==> config.mk <==
export PLATFORM = sky130hd
export DESIGN_NAME = nand_bbscan
export DESIGN_NICKNAME = d
export VERILOG_FILES = /design/src/rtl/nbs_pkg.sv /design/src/rtl/nbs_spare_chk.sv /design/src/rtl/nbs_seq.sv /design/src/rtl/nbs_bitmap.sv /design/src/rtl/nand_bbscan.sv
export SDC_FILE = /design/constraint.sdc
export NUM_CORES = 2
export LEC_CHECK = 0
export BUFFER_PORTS_ARGS = -buffer_cell sky130_fd_sc_hd__buf_2
export CAP_MARGIN = 20
export CORE_UTILIZATION = 30
export DETAILED_ROUTE_END_ITERATION = 10
export PLACE_DENSITY_LB_ADDON = 0.15
export SLEW_MARGIN = 20
export SYNTH_ARGS = -nofsm -noshare
export SYNTH_HDL_FRONTEND = slang
export SYNTH_SLANG_ARGS = --single-unit
==> constraint.sdc <==
create_clock -name clk -period 27.7 [get_ports clk]
set_input_delay 5.54 -clock clk [delete_from_list [all_inputs] [get_ports clk]]
set_output_delay 5.54 -clock clk [all_outputs]
set_load 0.01 [all_outputs]
==> src/rtl/nbs_pkg.sv <==
package nbs_pkg;

  typedef enum logic [2:0] {
    ST_LOAD,
    ST_POLL,
    ST_SPARE,
    ST_FIN,
    ST_DONE,
    ST_FAIL
  } scan_st_t;

  localparam logic [7:0] OP_PAGE_LOAD  = 8'h13;
  localparam logic [7:0] OP_GET_REG    = 8'h0F;
  localparam logic [7:0] REG_STATUS    = 8'hC0;
  localparam logic [7:0] OP_READ_CACHE = 8'h03;
  localparam logic [7:0] SPARE_COL_HI  = 8'h08;

  localparam logic [2:0] LEN_PAGE_LOAD = 3'd4;
  localparam logic [2:0] LEN_GET_REG   = 3'd2;
  localparam logic [2:0] LEN_READ      = 3'd4;

endpackage

==> src/rtl/nbs_spare_chk.sv <==
module nbs_spare_chk #(
  parameter int SPARE_BYTES = 16,
  parameter int SIG_OFS     = 8,
  parameter logic [31:0] SIG = 32'hDEADBEEF,
  localparam int IDX_W      = $clog2(SPARE_BYTES + 1)
) (
  input  logic       clk,
  input  logic       rst,
  input  logic       clr,
  input  logic       rx_vld,
  input  logic [7:0] rx_byte,
  output logic       bad
);

  logic [IDX_W-1:0] idx;
  logic             fac_bad;
  logic             sig_ok;
  logic [3:0]       sig_miss;

  // one comparator per signature byte, first received byte is the MSB of SIG
  for (genvar k = 0; k < 4; k++) begin : g_sig
    assign sig_miss[k] = (idx == IDX_W'(SIG_OFS + k)) &&
                         (rx_byte != SIG[31-8*k -: 8]);
  end

  always_ff @(posedge clk) begin
    if (rst || clr) begin
      idx     <= '0;
      fac_bad <= 1'b0;
      sig_ok  <= 1'b1;
    end else if (rx_vld && (idx < IDX_W'(SPARE_BYTES))) begin
      idx <= idx + 1'b1;
      if ((idx == '0) && (rx_byte != 8'hFF)) fac_bad <= 1'b1;
      if (|sig_miss) sig_ok <= 1'b0;
    end
  end

  // factory mark wins; signature only counts once all four bytes arrived
  assign bad = fac_bad || (sig_ok && (idx >= IDX_W'(SIG_OFS + 4)));

  AST_IDX_BOUND: assert property (@(posedge clk) disable iff (rst)
    idx <= IDX_W'(SPARE_BYTES));

endmodule

==> src/rtl/nbs_seq.sv <==
module nbs_seq
  import nbs_pkg::*;
#(
  parameter int NUM_BLOCKS  = 1024,
  parameter int PG_SHIFT    = 6,
  parameter int POLL_LIMIT  = 100,
  parameter int SPARE_BYTES = 16,
  localparam int BLK_W      = $clog2(NUM_BLOCKS),
  localparam int PL_W       = $clog2(POLL_LIMIT + 1),
  localparam int RXL_W      = $clog2(SPARE_BYTES + 1)
) (
  input  logic             clk,
  input  logic             rst,
  output logic             lnk_req,
  output logic [31:0]      lnk_tx,
  output logic [2:0]       lnk_tx_len,
  output logic [RXL_W-1:0] lnk_rx_len,
  input  logic             lnk_rx_vld,
  input  logic [7:0]       lnk_rx_byte,
  input  logic             lnk_done,
  input  logic             lnk_err,
  input  logic             spare_bad,
  output logic             chk_clr,
  output logic             scan_wr,
  output logic [BLK_W-1:0] scan_blk,
  output logic             scan_bad,
  output logic             scan_done,
  output logic             scan_err
);

  localparam logic [BLK_W-1:0] LAST_BLK = BLK_W'(NUM_BLOCKS - 1);

  scan_st_t         st;
  logic [BLK_W-1:0] blk;
  logic [PL_W-1:0]  polls;
  logic             busy_q;
  logic [15:0]      row;

  assign row = 16'(blk) << PG_SHIFT;

  always_ff @(posedge clk) begin
    if (rst) begin
      st         <= ST_LOAD;
      blk        <= '0;
      polls      <= '0;
      busy_q     <= 1'b0;
      lnk_req    <= 1'b0;
      lnk_tx     <= '0;
      lnk_tx_len <= '0;
      lnk_rx_len <= '0;
      chk_clr    <= 1'b0;
      scan_wr    <= 1'b0;
      scan_blk   <= '0;
      scan_bad   <= 1'b0;
      scan_done  <= 1'b0;
      scan_err   <= 1'b0;
    end else begin
      scan_wr <= 1'b0;
      chk_clr <= 1'b0;
      if (lnk_rx_vld && (st == ST_POLL)) busy_q <= lnk_rx_byte[0];

      case (st)
        ST_LOAD: begin
          if (!lnk_req) begin
            lnk_req    <= 1'b1;
            lnk_tx     <= {OP_PAGE_LOAD, 8'h00, row};
            lnk_tx_len <= LEN_PAGE_LOAD;
            lnk_rx_len <= '0;
          end else if (lnk_done) begin
            lnk_req <= 1'b0;
            polls   <= '0;
            if (lnk_err) begin
              st       <= ST_FAIL;
              scan_err <= 1'b1;
            end else begin
              st <= ST_POLL;
            end
          end
        end

        ST_POLL: begin
          if (!lnk_req) begin
            lnk_req    <= 1'b1;
            lnk_tx     <= {OP_GET_REG, REG_STATUS, 16'h0000};
            lnk_tx_len <= LEN_GET_REG;
            lnk_rx_len <= RXL_W'(1);
          end else if (lnk_done) begin
            lnk_req <= 1'b0;
            if (lnk_err) begin
              st       <= ST_FAIL;
              scan_err <= 1'b1;
            end else if (busy_q) begin
              if (polls == PL_W'(POLL_LIMIT - 1)) begin
                st       <= ST_FAIL;
                scan_err <= 1'b1;
              end else begin
                polls <= polls + 1'b1;
              end
            end else begin
              st <= ST_SPARE;
            end
          end
        end

        ST_SPARE: begin
          if (!lnk_req) begin
            lnk_req    <= 1'b1;
            lnk_tx     <= {OP_READ_CACHE, SPARE_COL_HI, 16'h0000};
            lnk_tx_len <= LEN_READ;
            lnk_rx_len <= RXL_W'(SPARE_BYTES);
            chk_clr    <= 1'b1;
          end else if (lnk_done) begin
            lnk_req <= 1'b0;
            if (lnk_err) begin
              st       <= ST_FAIL;
              scan_err <= 1'b1;
            end else begin
              scan_wr  <= 1'b1;
              scan_blk <= blk;
              scan_bad <= spare_bad;
              if (blk == LAST_BLK) begin
                st <= ST_FIN;
              end else begin
                blk <= blk + 1'b1;
                st  <= ST_LOAD;
              end
            end
          end
        end

        ST_FIN: begin
          scan_done <= 1'b1;
          st        <= ST_DONE;
        end

        ST_DONE: st <= ST_DONE;
        ST_FAIL: st <= ST_FAIL;
        default: begin
          st       <= ST_FAIL;
          scan_err <= 1'b1;
        end
      endcase
    end
  end

  AST_REQ_HELD: assert property (@(posedge clk) disable iff (rst)
    (lnk_req && !lnk_done) |=> lnk_req);

  AST_POLL_BOUND: assert property (@(posedge clk) disable iff (rst)
    polls < PL_W'(POLL_LIMIT));

  AST_FAIL_QUIET: assert property (@(posedge clk) disable iff (rst)
    scan_err |=> (scan_err && !lnk_req && !scan_done));

  AST_DONE_STICKY: assert property (@(posedge clk) disable iff (rst)
    scan_done |=> scan_done);

endmodule

==> src/rtl/nbs_bitmap.sv <==
module nbs_bitmap #(
  parameter int NUM_BLOCKS = 1024,
  localparam int BLK_W     = $clog2(NUM_BLOCKS),
  localparam int CNT_W     = $clog2(NUM_BLOCKS + 1)
) (
  input  logic             clk,
  input  logic             rst,
  input  logic             scan_done,
  input  logic             scan_wr,
  input  logic [BLK_W-1:0] scan_blk,
  input  logic             scan_bad,
  input  logic             qry_req,
  input  logic [BLK_W-1:0] qry_blk,
  input  logic             mark_req,
  input  logic [BLK_W-1:0] mark_blk,
  output logic             qry_vld,
  output logic             qry_bad,
  output logic [CNT_W-1:0] bad_count
);

  localparam logic [BLK_W:0] NB_L = (BLK_W+1)'(NUM_BLOCKS);

  logic             mem [NUM_BLOCKS];
  logic             q_rd, m_rd;
  logic             q_s1, m_s1;
  logic [BLK_W-1:0] q_blk1, m_blk1;
  logic             lw_vld, lw_val;
  logic [BLK_W-1:0] lw_blk;
  logic             q_ok, m_ok, q_bit, m_bit, m_set;
  logic             wr_en, wr_val;
  logic [BLK_W-1:0] wr_blk;

  assign q_ok = qry_req  && scan_done && ({1'b0, qry_blk}  < NB_L);
  assign m_ok = mark_req && scan_done && ({1'b0, mark_blk} < NB_L);

  // memory: one write port, two synchronous read ports, no reset
  always_ff @(posedge clk) begin
    q_rd <= mem[qry_blk];
    m_rd <= mem[mark_blk];
    if (wr_en) mem[wr_blk] <= wr_val;
  end

  // forward the write of the previous edge, which the read ports missed
  assign q_bit = (lw_vld && (lw_blk == q_blk1)) ? lw_val : q_rd;
  assign m_bit = (lw_vld && (lw_blk == m_blk1)) ? lw_val : m_rd;
  assign m_set = m_s1 && !m_bit;

  assign wr_en  = scan_wr || m_set;
  assign wr_blk = scan_wr ? scan_blk : m_blk1;
  assign wr_val = scan_wr ? scan_bad : 1'b1;

  always_ff @(posedge clk) begin
    if (rst) begin
      q_s1      <= 1'b0;
      m_s1      <= 1'b0;
      q_blk1    <= '0;
      m_blk1    <= '0;
      lw_vld    <= 1'b0;
      lw_val    <= 1'b0;
      lw_blk    <= '0;
      qry_vld   <= 1'b0;
      qry_bad   <= 1'b0;
      bad_count <= '0;
    end else begin
      q_s1    <= q_ok;
      m_s1    <= m_ok;
      q_blk1  <= qry_blk;
      m_blk1  <= mark_blk;
      lw_vld  <= wr_en;
      lw_val  <= wr_val;
      lw_blk  <= wr_blk;
      qry_vld <= q_s1;
      qry_bad <= q_s1 && q_bit;
      if ((scan_wr && scan_bad) || m_set) bad_count <= bad_count + 1'b1;
    end
  end

  AST_CNT_LIMIT: assert property (@(posedge clk) disable iff (rst)
    bad_count <= CNT_W'(NUM_BLOCKS));

  AST_CNT_STEP: assert property (@(posedge clk) disable iff (rst)
    (bad_count == $past(bad_count)) || (bad_count == $past(bad_count) + 1'b1));

  AST_MARK_NOOP: assert property (@(posedge clk) disable iff (rst)
    (m_s1 && m_bit && !scan_wr) |=> (bad_count == $past(bad_count)));

  AST_PORT_EXCL: assert property (@(posedge clk) disable iff (rst)
    !(scan_wr && m_s1));

  AST_QRY_GATED: assert property (@(posedge clk) disable iff (rst)
    qry_vld |-> scan_done);

endmodule

==> src/rtl/nand_bbscan.sv <==
module nand_bbscan #(
  parameter int NUM_BLOCKS  = 1024,
  parameter int PG_SHIFT    = 6,
  parameter int POLL_LIMIT  = 100,
  parameter int SPARE_BYTES = 16,
  parameter int SIG_OFS     = 8,
  parameter logic [31:0] SIG = 32'hDEADBEEF,
  localparam int BLK_W      = $clog2(NUM_BLOCKS),
  localparam int CNT_W      = $clog2(NUM_BLOCKS + 1),
  localparam int RXL_W      = $clog2(SPARE_BYTES + 1)
) (
  input  logic             clk,
  input  logic             rst,
  output logic             lnk_req,
  output logic [31:0]      lnk_tx,
  output logic [2:0]       lnk_tx_len,
  output logic [RXL_W-1:0] lnk_rx_len,
  input  logic             lnk_rx_vld,
  input  logic [7:0]       lnk_rx_byte,
  input  logic             lnk_done,
  input  logic             lnk_err,
  input  logic             qry_req,
  input  logic [BLK_W-1:0] qry_blk,
  output logic             qry_vld,
  output logic             qry_bad,
  input  logic             mark_req,
  input  logic [BLK_W-1:0] mark_blk,
  output logic             scan_done,
  output logic             scan_err,
  output logic [CNT_W-1:0] bad_count
);

  logic             spare_bad, chk_clr;
  logic             scan_wr, scan_bad;
  logic [BLK_W-1:0] scan_blk;

  nbs_spare_chk #(
    .SPARE_BYTES(SPARE_BYTES),
    .SIG_OFS    (SIG_OFS),
    .SIG        (SIG)
  ) i_chk (
    .clk    (clk),
    .rst    (rst),
    .clr    (chk_clr),
    .rx_vld (lnk_rx_vld),
    .rx_byte(lnk_rx_byte),
    .bad    (spare_bad)
  );

  nbs_seq #(
    .NUM_BLOCKS (NUM_BLOCKS),
    .PG_SHIFT   (PG_SHIFT),
    .POLL_LIMIT (POLL_LIMIT),
    .SPARE_BYTES(SPARE_BYTES)
  ) i_seq (
    .clk        (clk),
    .rst        (rst),
    .lnk_req    (lnk_req),
    .lnk_tx     (lnk_tx),
    .lnk_tx_len (lnk_tx_len),
    .lnk_rx_len (lnk_rx_len),
    .lnk_rx_vld (lnk_rx_vld),
    .lnk_rx_byte(lnk_rx_byte),
    .lnk_done   (lnk_done),
    .lnk_err    (lnk_err),
    .spare_bad  (spare_bad),
    .chk_clr    (chk_clr),
    .scan_wr    (scan_wr),
    .scan_blk   (scan_blk),
    .scan_bad   (scan_bad),
    .scan_done  (scan_done),
    .scan_err   (scan_err)
  );

  nbs_bitmap #(
    .NUM_BLOCKS(NUM_BLOCKS)
  ) i_map (
    .clk      (clk),
    .rst      (rst),
    .scan_done(scan_done),
    .scan_wr  (scan_wr),
    .scan_blk (scan_blk),
    .scan_bad (scan_bad),
    .qry_req  (qry_req),
    .qry_blk  (qry_blk),
    .mark_req (mark_req),
    .mark_blk (mark_blk),
    .qry_vld  (qry_vld),
    .qry_bad  (qry_bad),
    .bad_count(bad_count)
  );

endmodule

==> summary.txt <==
Vias per std cell - 5.61
FMAX - 106 MHz
Synth cell types - 82
CTS Root Buffer Type - clkbuf_16
Final critical-path required period - 9470 ps
Final Max Tran Viols - 0
H-tree levels - 4
Worst VDD drop - 0.0699 mV
Largest net degree at the start of global routing - 234
Post-DP HPWL - 121000 um
Clock Tree Buf Depth - 3
Cts-stage hold buffer count - 0
Vias in the first global route - 38100
Initial Utilization - 30.3%
Status - finished clean
WHS - 450 ps
Final Skew - 31.3 ps
Synth area leader - edfxtp_1
Iteration-0 DRC Markers - 4109
DRC violations left - 0
Post-layout util - 33.9%
Die area - 195000 sq um
DR pass1 iterations - 5
Hold Crit Class - reg -> reg
Crit. Startpoint - qry_blk[1]
Worst Setup Path Type - in -> reg
Placer Congestion - 0.800
Pre-CTS WS - 17530 ps
Worst R2R Start - i_seq.scan_bad
Initial antenna violation count - 14
Setup repair after global routing missed its margin - false
I/O Pins - 91
Yosys warnings - 0
Clock sinks - 1133
Top FF cell, synth - edfxtp_1
TritonCTS buffer count - 140
Post-CTS Resized - 0
CP arrival - 10190 ps
Rel. slew slack - 19.1%
Post-synthesis sequential area ratio - 56.8%
Pleak - 22.1 nW
Clk pin slew, worst setup/hold paths - 60 ps
Design Power - 3.85 mW
TNS Setup - 0 ps
CTS tree - built
Total wire length - 213000 um
FP Rows - 160
Part of the cycle the worst path needs - 34.2%
Worst Tran Pin Value - 1210 ps
Port-buffer cells - 72
Top post-synthesis cells by area - edfxtp_1 53%, mux4_2 17%, nor2_1 7.4%
Setup crit start kind - input port
Avg Cell Area, Syn - 13.4 sq um
Crit-path max FO - 96
Post-CTS setup buffers - 0
DR vias - 38400
Antenna-violating nets left - 0
Die H - 442 um
Remaining Overflow, GRT - 0
Fraction of layout cells with a size suffix above 1 - 21.3%
Cell area after synthesis - 58000 sq um
Synth Instances - 4324
Final Hold Fails - 0
Number of synthesized flops with an enable pin - 1024
Max cap viols - 0
Seq cells post-synth - 1133
Ys async rst share - 0%
Die width - 442 um
Global Route Usage Sum - 21.7%
Routed len/inst - 31.0 um
Hold wc startpoint - i_chk.sig_ok
Setup WS post-layout - 18230 ps
Top-area cell type share of the netlist area - 53.1%
CP Capture Type - register
Pwr/cell area - 59.5 nW/um^2
NumNets Final - 4276
Area growth syn-to-layout - 11.6%
Core Box Area - 191000 sq um
Final setup fails - 0
Worst skew pair latency - 790 ps
CP Data Required Time - 28410 ps
ANT cells - 0
Global-route wire length before repair - 299000 um
==> report_power, final <==
part | switching [mW] | internal (mW)
combinational | 0.150 | 0.0631
clock | 0.769 | 1.02
sequential | 0.00618 | 1.84
total | 0.925 | 2.92
==> path summary, 6_finish.rpt <==
kind / end / slack [ps] / depth (start not counted)
setup / recovery: i_map.q_rd / 18230 / 11
hold / removal: i_chk.sig_ok / 450 / 1
setup reg to reg: i_map.mem[516] / 22940 / 5
hold reg to reg: i_chk.sig_ok / 450 / 1
==> kinds of logic after synthesis <==
family,share of synthesized area (%)
adder cells (fa/ha/maj),0.151
AO/OA/AOI/OAI,5.38
AND/OR/NAND/NOR,11.0
XOR/XNOR,0.605
flip-flops,56.8
other,0.00647
buffers and inverters,4.32
multiplexers,21.7
==> worst max-delay path, cell delays in order <==
cell and delay (ps):
buf_8 550, buf_12 670, nand2_2 290, buf_4 430, o221ai_1 330, a21oi_1 110, o31ai_1 700, o211ai_1 430
a31oi_1 660, nand3_1 220, o2111ai_1 150
==> through the flow <==
step	cells	cell area [sq um]
after floorplan	4341	58000
after global placement	6599	60200
after detailed placement	6603	60300
after CTS	6853	64700
after global routing	6853	64700
final	6853	64700
==> Yosys cell counts, types with 5 or more instances <==
| library cell | n |
|---|---|
| mux4_1 | 8 |
| buf_1 | 19 |
| nor3_1 | 48 |
| o21ai_0 | 46 |
| ha_1 | 7 |
| inv_1 | 32 |
| mux4_2 | 444 |
| a22o_1 | 10 |
| o22ai_1 | 49 |
| nand2b_1 | 21 |
| nor2b_1 | 30 |
| buf_4 | 52 |
| or3_1 | 16 |
| nor2_1 | 1142 |
| mux2i_1 | 223 |
| buf_8 | 8 |
| buf_6 | 34 |
| o221ai_1 | 83 |
| nor4_1 | 12 |
| a22oi_1 | 53 |
| edfxtp_1 | 1024 |
| nand3_1 | 42 |
| o32ai_1 | 7 |
| clkbuf_1 | 225 |
| a21oi_1 | 111 |
| nand4_1 | 23 |
| mux2_2 | 13 |
| xor2_1 | 12 |
| dfxtp_1 | 109 |
| or2_2 | 6 |
| and3_1 | 6 |
| buf_2 | 85 |
| nand3_2 | 10 |
| o211ai_1 | 6 |
| nand2_1 | 157 |
| buf_12 | 5 |
| a31oi_1 | 8 |
| and2_1 | 7 |
| a221oi_1 | 9 |
| a32oi_1 | 5 |
| a211oi_1 | 13 |
| xnor2_1 | 28 |
==> cells in the final DEF, fill, tap and decap left out, types with 13 or more instances in the layout <==
cell       count
a22oi_1       53
buf_2         67
buf_4        104
mux2_2        13
nor2b_1       28
o21ai_0       46
mux2i_1      222
clkbuf_1      28
edfxtp_1    1024
clkbuf_16    144
conb_1        18
xnor2_1       28
clkinv_1      29
nand2_1      131
inv_1         26
o22ai_1       49
dfxtp_1      109
a21oi_1      111
mux4_2       444
nand2b_2      13
o221ai_1      83
clkinv_2      26
nor2_1      1138
nor3_1        48
nand3_1       36
a211oi_1      13
nand2_2       26
nand4_1       23
or3_1         16
==> sequential cells by signal, indices dropped and copies added (netlist names), 2 cells and up <==
register and flops:
i_seq.polls 7, i_map.lw_blk 10, i_chk.idx 5, i_map.bad_count 11, i_map.m_blk1 10, i_seq.blk 10
i_seq.scan_blk 10, i_map.mem 1024, i_seq.lnk_tx 14, i_seq.lnk_tx_len 2, i_map.q_blk1 10, i_seq.st 3
==> metal layers <==
metal  GRT usage (%)  share of wire [%]  vias up  wire length, um
met1            29.4                 42    20500            90100
met3            3.50                6.2      315            13100
met4            6.48                3.0        8             6340
met2            35.7                 48     1304           103000
met5               0              0.027        -               57
li1                -                  -    16300                -
==> layout make-up <==
type,instances,area (sq um)
Fill cell,18900,126000
Sequential cell,1133,32900
Clock inverter,75,622
Clock buffer,175,3740
Tap cell,2511,3140
Inverter,33,124
Timing Repair Buffer,184,1330
Multi-Input combinational cell,2742,22800
Power figures use the tool's default switching activity.
